<file path="src/rtl/adc_serial_tx.sv">
module adc_serial_tx #(
  parameter int DATA_W  = 16,
  parameter int DIV_RAC = 8,
  parameter int DIV_RDC = 4
) (
  input  logic              clk,
  input  logic              rst_n,
  input  logic              conv_start,
  input  logic              conv_done,
  input  logic [DATA_W-1:0] conv_data,
  input  logic              cfg_sync_inv,
  input  logic              cfg_sclk_inv,
  input  logic              cfg_rdc,
  input  logic              cfg_twos,
  output logic              sclk,
  output logic              sdout,
  output logic              sync,
  output logic              busy
);

  localparam int CW = $clog2(DIV_RAC + 1);
  localparam int BW = $clog2(DATA_W);

  logic [DATA_W-1:0] res_q, sh_q;
  logic [CW-1:0]     cnt_q, div_q;
  logic [BW-1:0]     bit_q;
  logic              active;
  logic              sclk_raw;
  logic [DATA_W-1:0] coded;
  logic              go_rac, go_rdc, last_tick;

  assign coded     = {conv_data[DATA_W-1] ^ cfg_twos, conv_data[DATA_W-2:0]};
  assign go_rac    = conv_done  && !cfg_rdc && !active;
  assign go_rdc    = conv_start &&  cfg_rdc && !active;
  assign last_tick = (cnt_q == div_q - CW'(1));

  assign sclk_raw = active && (cnt_q >= (div_q >> 1));
  assign sclk     = sclk_raw ^ cfg_sclk_inv;
  assign sdout    = active && sh_q[DATA_W-1];
  assign sync     = active ^ cfg_sync_inv;

  always_ff @(posedge clk or negedge rst_n) begin
    if (!rst_n) begin
      busy  <= 1'b0;
      res_q <= '0;
    end else begin
      if (conv_start) busy <= 1'b1;
      if (conv_done) begin
        busy  <= 1'b0;
        res_q <= coded;
      end
    end
  end

  always_ff @(posedge clk or negedge rst_n) begin
    if (!rst_n) begin
      active <= 1'b0;
      sh_q   <= '0;
      cnt_q  <= '0;
      div_q  <= CW'(DIV_RAC);
      bit_q  <= '0;
    end else if (!active) begin
      if (go_rac || go_rdc) begin
        active <= 1'b1;
        sh_q   <= go_rac ? coded : res_q;
        div_q  <= go_rac ? CW'(DIV_RAC) : CW'(DIV_RDC);
        cnt_q  <= '0;
        bit_q  <= '0;
      end
    end else if (last_tick) begin
      cnt_q <= '0;
      sh_q  <= {sh_q[DATA_W-2:0], 1'b0};
      if (bit_q == BW'(DATA_W - 1)) active <= 1'b0;
      else bit_q <= bit_q + BW'(1);
    end else begin
      cnt_q <= cnt_q + CW'(1);
    end
  end

  assert_busy_rise_R2: assert property (@(posedge clk) disable iff (!rst_n)
    (conv_start && !conv_done) |=> busy);
  assert_busy_fall_R2: assert property (@(posedge clk) disable iff (!rst_n)
    $fell(busy) |-> $past(conv_done));
  assert_rac_launch_R3: assert property (@(posedge clk) disable iff (!rst_n)
    go_rac |=> (sync != cfg_sync_inv));
  assert_frame_bits_R3: assert property (@(posedge clk) disable iff (!rst_n)
    $fell(active) |-> ($past(bit_q) == BW'(DATA_W - 1)));
  assert_idle_low_R8: assert property (@(posedge clk) disable iff (!rst_n)
    (sync == cfg_sync_inv) |-> !sdout);
  assert_stable_high_R10: assert property (@(posedge clk) disable iff (!rst_n)
    (sclk_raw && $past(sclk_raw)) |-> $stable(sdout));
  assert_no_restart_R9: assert property (@(posedge clk) disable iff (!rst_n)
    (active && $past(active) && cnt_q != '0) |-> (bit_q == $past(bit_q)));

endmodule

</file>
<file path="config.mk">
export PLATFORM = sky130hd
export DESIGN_NAME = adc_serial_tx
export DESIGN_NICKNAME = d
export VERILOG_FILES = /design/src/rtl/adc_serial_tx.sv
export SDC_FILE = /design/constraint.sdc
export NUM_CORES = 1
export LEC_CHECK = 0
export ABC_AREA = 1
export CAP_MARGIN = 20
export CELL_PAD_IN_SITES_DETAIL_PLACEMENT = 1
export CELL_PAD_IN_SITES_GLOBAL_PLACEMENT = 1
export CORE_MARGIN = 5
export CORE_UTILIZATION = 41
export DETAILED_ROUTE_END_ITERATION = 8
export GPL_TIMING_DRIVEN = 0
export PLACE_DENSITY_LB_ADDON = 0.1
export SYNTH_ARGS = -nofsm -noshare
export SYNTH_HDL_FRONTEND = slang
export SYNTH_SLANG_ARGS = --single-unit
</file>
<file path="constraint.sdc">
create_clock -name clk -period 1.9 [get_ports clk]
set_input_delay 0.38 -clock clk [delete_from_list [all_inputs] [get_ports clk]]
set_output_delay 0.38 -clock clk [all_outputs]
set_load 0.03 [all_outputs]
</file>
==> results of run 1 <==
==> routing by layer <==
| metal | wire length [µm] | track usage (%) | up-vias |
|---|---|---|---|
| li1 | - | - | 1093 |
| met3 | 139 | 3.137 | 6 |
| met4 | 74 | 5.241 | 0 |
| met1 | 2960 | 22.72 | 1065 |
| met5 | 0 | 0 | - |
| met2 | 3267 | 33.52 | 18 |
==> final cells by class <==
cell class,instances,area share (%)
Clock inverter,1,1.030
Tap cell,72,3.091
Buffer,13,2.748
Multi-Input combinational cell,239,38.69
Timing Repair Buffer,29,9.875
Inverter,26,3.435
Sequential cell,44,37.83
Clock buffer,7,3.306
==> power groups by stage <==
stage / Combinational, µW / Sequential, µW / Clock, µW
2_1_floorplan: 72.3 / 999 / 0
3_3_place_gp: 173 / 998 / 0
3_5_place_dp: 181 / 999 / 0
4_1_cts: 183 / 981 / 816
5_1_grt: 200 / 986 / 870
6_report: 178 / 981 / 798
==> synth_stat cells (all sizes together) <==
master | instances | area share, %
buf | 6 | 2.1
xnor2 | 2 | 0.73
o22ai | 2 | 0.52
clkbuf | 7 | 1.1
a21boi | 1 | 0.31
xor2 | 2 | 0.73
inv | 26 | 4.2
dfstp | 1 | 1.1
o211ai | 2 | 0.63
nand4 | 1 | 0.26
o21ai | 23 | 5.3
nand3 | 44 | 9.2
nand2 | 146 | 24
a31oi | 1 | 0.26
dfrtp | 43 | 45
nor2 | 11 | 2.4
ha | 4 | 2.1
==> kinds of logic after synthesis <==
group                    after synthesis
buffers and inverters                 39
AND/OR/NAND/NOR                      202
adder cells (fa/ha/maj)                4
XOR/XNOR                               4
AO/OA/AOI/OAI                         29
flip-flops                            44
==> worst max-delay path by stage <==
| stage | startpoint | end | slack [ns] | cells after the start |
|---|---|---|---|---|
| 2_1_floorplan | div_q[3] | sclk | 0.17 | 6 |
| 3_3_place_gp | rst_n | sh_q[13] | -0.88 | 1 |
| 3_5_place_dp | cnt_q[1] | sclk | -0.37 | 9 |
| 4_1_cts | cnt_q[1] | sclk | -0.19 | 9 |
| 5_1_grt | div_q[2] | sclk | -0.26 | 8 |
| 6_report | div_q[2] | sclk | -0.16 | 8 |
==> registers in the layout, summed over array words and instances (netlist names) <==
register / count
busy: 1
cnt_q: 4
div_q: 2
res_q: 16
active: 1
sh_q: 16
bit_q: 4
==> through the flow <==
step	cell area (µm²)	TNS, ns	hold WS [ns]	util [%]
final	2914	-0.1557	-0.007905	51.96
after global routing	2914	-0.2585	0.008144	51.96
after CTS	2900	-0.1920	0.0004713	51.72
after detailed placement	2769	-3.928	0.3288	49.38
after global placement	2754	-41.25	0.4551	49.11
after floorplan	2404	0	0.08441	-
==> what timing repair did <==
| action | in CTS | in global routing |
|---|---|---|
| pin swaps | 0 | 6 |
| resized for setup | 13 | 6 |
| setup buffers | 0 | 2 |
| setup endpoints to repair | 3 | 13 |
==> flow_summary.yaml, run 1 <==
worst_hold_path:
  hold_path.class: "input pin to async pin"
grt:
  grt_overflow_total: 0
  grt_pass1_wl_um: 11030
  number_of_antenna_violations_at_the_first_check_in_global_routing: 0
  gr-usage-all-layers_pct: 18.61
  via_count_of_the_first_global_routing_pass: 2328
  grt_max_degree: 31
pwr:
  p_per_area_nw_per_um2: 671.5
  power.total_uw: 1957
  clock_network_fraction_of_total_power_pct: 40.8
  irDropWorstVdd_mv: 0.3646
  power.static_leakage_uw: 0.001541
  pwr-share-seq_pct: 50.1
  pwr-share-comb_pct: 9.1
  switching_share_pct: 22.80
  cell_internal_pwr_uw: 1511
  p_sw_uw: 446.2
routing:
  detailroute.via_count: 2182
  drt_iter0_drc: 81
  route.final.wire_length_um: 6442
  post_drt_via_cell_ratio: 5.063
  drc: 0
  dr.pass1.iters: 4
  average_routed_wire_per_standard_cell_um: 14.95
  drt.antenna.violating_nets: 0
outcome:
  violated_checks: "hold timing, setup timing"
  outcome: "finished, violations left"
clock_tree:
  clockBufferDepth: 2
  total_of_hold_buffers_inserted_after_clock_tree_synthesis: 0
  clock_latency_on_the_worst_skew_pair_ns: 0.30
  clkSlewWorstSetupHoldPaths_ns: 0.09
  cts_max_level: 2
  clock_tree.root_cell: "sky130_fd_sc_hd__clkbuf_8"
  cts_inserted_buffers: 5
  tritoncts: "done"
  numClockSinks: 44
synthesis:
  synth_compound_gate_area_share_pct: 6.997
  yosys.area_share.xor_xnor_pct: 1.462
  synth_adder_area_share_pct: 2.089
  ys_seq_elements: 44
  synth_nets: 350
  yosysWarnings: 0
  synthesis.instances: 322
  syn-cell-area_um2: 2396
  synthMuxAreaShare_pct: 0
  synth_top_family_by_area: "simple AND/OR/NAND/NOR gates"
  synthSimpleGateAreaFrac_pct: 36.08
  sequential_cell_area_fraction_in_the_yosys_report_pct: 46.01
  yosysUniqueCellTypes: 25
  syn_avg_cell_area_um2: 7.441
sta:
  final_max_slew_viol_count: 0
  number_of_setup_violations_in_the_final_report: 1
  slew_at_the_pin_closest_to_its_max_slew_limit_ns: 0.5013
  slew_headroom_pct: 66.58
  rsz0062_at_grt: "yes"
  worst_clock_skew_ns: 0.004692
  minimum_clock_period_after_layout_ns: 2.056
  final_min_period_over_clock_period_pct: 108.2
  hold_viol_final: 10
  maxClockFrequency_mhz: 486.5
  timing.final.ws_setup_ns: -0.1557
  final.hold.worst_slack_ns: -0.007905
worst_setup_path:
  cp_max_stage_delay_ns: 0.42
  regToRegSetupSlack_ns: 0.23
  crit_chain: "ha_1 -> inv_1 -> o21ai_1 -> nand2_1 -> nand2_1 -> nand2_2 -> xnor2_2 -> buf_6"
  cpLargestDelayFamily: "flip-flops"
  critPathRequiredTime_ns: 1.52
  reg2regPathDepth: 7
  timing.rr.start: "cnt_q[0]"
  critical_path.n_buffers_inverters: 2
  regToRegEndpoint: "bit_q[2]"
  start_kind: "flop"
  arrival_ns: 1.68
  end_kind: "output pin"
  path_common_cell: "sky130_fd_sc_hd__nand2_1"
  critical-path-slowest-cell: "sky130_fd_sc_hd__dfrtp_1"
  crit_fanout: 3
  setup.worst_path.class: "flop to output pin"
die:
  die_height_um: 86.45
  floorplan.initialDensity_pct: 42.73
  ioPinCount: 28
  fp-row-count: 27
  fp.dieArea_um2: 7473
  die_width_um: 86.45
  core_area_um2: 5608
layout:
  layout.area.seq_um2: 1102
  layout_commonest_cell: "sky130_fd_sc_hd__nand2_1"
  area_taken_by_multi_input_logic_gates_um2: 1127
  area_delta_synth_final_pct: 21.62
  final_net_count: 386
  drive_gt1_share_pct: 10.03
  n_antenna_cell: 0
  layoutNonFillerInstCount: 431
  layout_common_cells: "sky130_fd_sc_hd__nand2_1 (140), sky130_fd_sc_hd__nand3_1 (44), sky130_fd_sc_hd__dfrtp_1 (43)"
  number_of_inserted_filler_cells_in_the_final_layout: 727
flow_run:
  max-cap-violations: 0
placement:
  hpwl_um: 4602
  place_inst: 421
  dp_slack_ns: -0.3736
  gpl_congestion: 0.8007
  place.port_buffers: 26
Note: power is estimated with default switching activity, not from simulation.
==> run 2, diff against run 1 <==
CTS_BUF_LIST = sky130_fd_sc_hd__clkbuf_16   (was default)
==> flow_summary.yaml, run 2 (synthesis results as in run 1) <==
die:
  core_area_um2: 5608
  die_height_um: 86.45
  die_width_um: 86.45
  fp-row-count: 27
  floorplan.initialDensity_pct: 42.73
  fp.dieArea_um2: 7473
  ioPinCount: 28
placement:
  placedInstanceArea_um2: 2769
  hpwl_um: 4602
  place_inst: 421
  place.port_buffers: 26
  gpl_congestion: 0.8007
grt:
  gr-usage-all-layers_pct: 18.79
  via_count_of_the_first_global_routing_pass: 2318
  grt_pass1_wl_um: 11030
  grt_overflow_total: 0
  grt_max_degree: 31
  number_of_antenna_violations_at_the_first_check_in_global_routing: 0
worst_setup_path:
  regToRegSetupSlack_ns: 0.23
  reg2regPathDepth: 7
  setup.worst_path.class: "flop to output pin"
  critPathRequiredTime_ns: 1.52
  end_kind: "output pin"
  timing.rr.start: "cnt_q[0]"
  arrival_ns: 1.65
  path_common_cell: "sky130_fd_sc_hd__nand2_1"
  critical-path-slowest-cell: "sky130_fd_sc_hd__dfrtp_1"
  start_kind: "flop"
  crit_chain: "ha_1 -> inv_1 -> o21ai_1 -> nand2_1 -> nand2_1 -> nand2_2 -> xnor2_2 -> buf_6"
  cp_max_stage_delay_ns: 0.41
  crit_fanout: 3
  regToRegEndpoint: "bit_q[3]"
sta:
  final_min_period_over_clock_period_pct: 106.9
  worst_clock_skew_ns: 0.005363
  timing.final.ws_setup_ns: -0.1302
  setup_tns_ns: -0.1302
  number_of_setup_violations_in_the_final_report: 1
  rsz0062_at_grt: "yes"
  slew_headroom_pct: 66.41
  hold_viol_final: 0
  final_max_slew_viol_count: 0
  maxClockFrequency_mhz: 492.6
  slew_at_the_pin_closest_to_its_max_slew_limit_ns: 0.5038
  minimum_clock_period_after_layout_ns: 2.030
pwr:
  pwr-share-comb_pct: 8.3
  p_per_area_nw_per_um2: 722.6
  power.static_leakage_uw: 0.001555
  p_sw_uw: 472.5
  pwr-share-seq_pct: 46.1
  irDropWorstVdd_mv: 0.3982
  cell_internal_pwr_uw: 1659
  switching_share_pct: 22.16
  clock_network_fraction_of_total_power_pct: 45.6
  power.total_uw: 2132
layout:
  layout_commonest_cell: "sky130_fd_sc_hd__nand2_1"
  layoutNonFillerInstCount: 431
  biggestRegsByFlops: "res_q: 16 flops, sh_q: 16 flops"
  drive_gt1_share_pct: 9.471
  area_delta_synth_final_pct: 23.13
  layout_common_cells: "sky130_fd_sc_hd__nand2_1 (140), sky130_fd_sc_hd__nand3_1 (44), sky130_fd_sc_hd__dfrtp_1 (43)"
  layout.core_utilization_pct: 52.61
  number_of_inserted_filler_cells_in_the_final_layout: 730
  n_antenna_cell: 0
  design_area_um2: 2950
  final_net_count: 386
clock_tree:
  clock_tree.root_cell: "sky130_fd_sc_hd__clkbuf_16"
  numClockSinks: 44
  total_of_hold_buffers_inserted_after_clock_tree_synthesis: 0
  clkSlewWorstSetupHoldPaths_ns: 0.06
  tritoncts: "done"
  cts_max_level: 2
  cts_inserted_buffers: 5
  clockBufferDepth: 2
  clock_latency_on_the_worst_skew_pair_ns: 0.29
flow_run:
  max-cap-violations: 0
routing:
  average_routed_wire_per_standard_cell_um: 14.98
  dr.pass1.iters: 4
  drc: 0
  post_drt_via_cell_ratio: 5.093
  drt_iter0_drc: 82
  route.final.wire_length_um: 6456
  drt.antenna.violating_nets: 0
  detailroute.via_count: 2195
outcome:
  violated_checks: "setup timing"
  outcome: "finished, violations left"
worst_hold_path:
  hold_path.class: "input pin to async pin"
==> run 2: final cells by class <==
type	instances	area, µm²	area share (%)
sequential	44	1102	37.36
tap	72	90.09	3.053
multi-input combinational	239	1127	38.21
inverter	26	100.1	3.393
buffer	13	80.08	2.714
clock buffer	5	125.1	4.241
clock inverter	3	37.54	1.272
timing repair buffer	29	287.8	9.754
==> run 2: per-layer routing <==
metal	track usage (%)	routed length, µm	vias up
met4	5.949	117	0
met3	3.137	195	8
met2	33.66	3271	30
met1	22.84	2871	1064
li1	-	-	1093
met5	0	0	-
==> run 2: metrics by stage <==
stage               worst slack [ns]  hold WS (ns)
floorplan                     0.1672       0.08441
global placement             -0.8811        0.4551
detailed placement           -0.3736        0.3288
CTS                          -0.1666       0.02722
global route                 -0.2235       0.04101
finish                       -0.1302       0.01562
==> run 2: timing repair <==
| action | CTS | global route |
|---|---|---|
| gates resized for setup | 13 | 6 |
| gates cloned | 0 | 0 |
| endpoints found under the setup margin | 3 | 12 |
| pin swaps | 0 | 6 |
| buffers inserted | 0 | 2 |
==> run 2: worst max-delay path, delay by kind of cell, from the launching register on <==
family                     cells  cell delay, ns
DFF                            1            0.41
adders and majority gates      1            0.30
and+or+nand+nor                3            0.20
buffers and inverters          2            0.19
xor gates and xnor gates       1            0.16
AOI/OAI and AO/OA              1            0.11
==> run 2: worst max path at each step <==
stage / to / slack (ns) / from
final: sclk / -0.13 / div_q[2]
after global routing: sclk / -0.22 / div_q[2]
after CTS: sclk / -0.17 / cnt_q[1]
after detailed placement: sclk / -0.37 / cnt_q[1]
after global placement: sh_q[13] / -0.88 / rst_n
after floorplan: sclk / 0.17 / div_q[3]
==> run 2: power groups by stage <==
stage	sequential (µW)	clock, µW	combinational (µW)
floorplan	999	0	72.3
global route	986	1040	200
finish	982	972	178
global placement	998	0	173
detailed placement	999	0	181
CTS	983	989	183
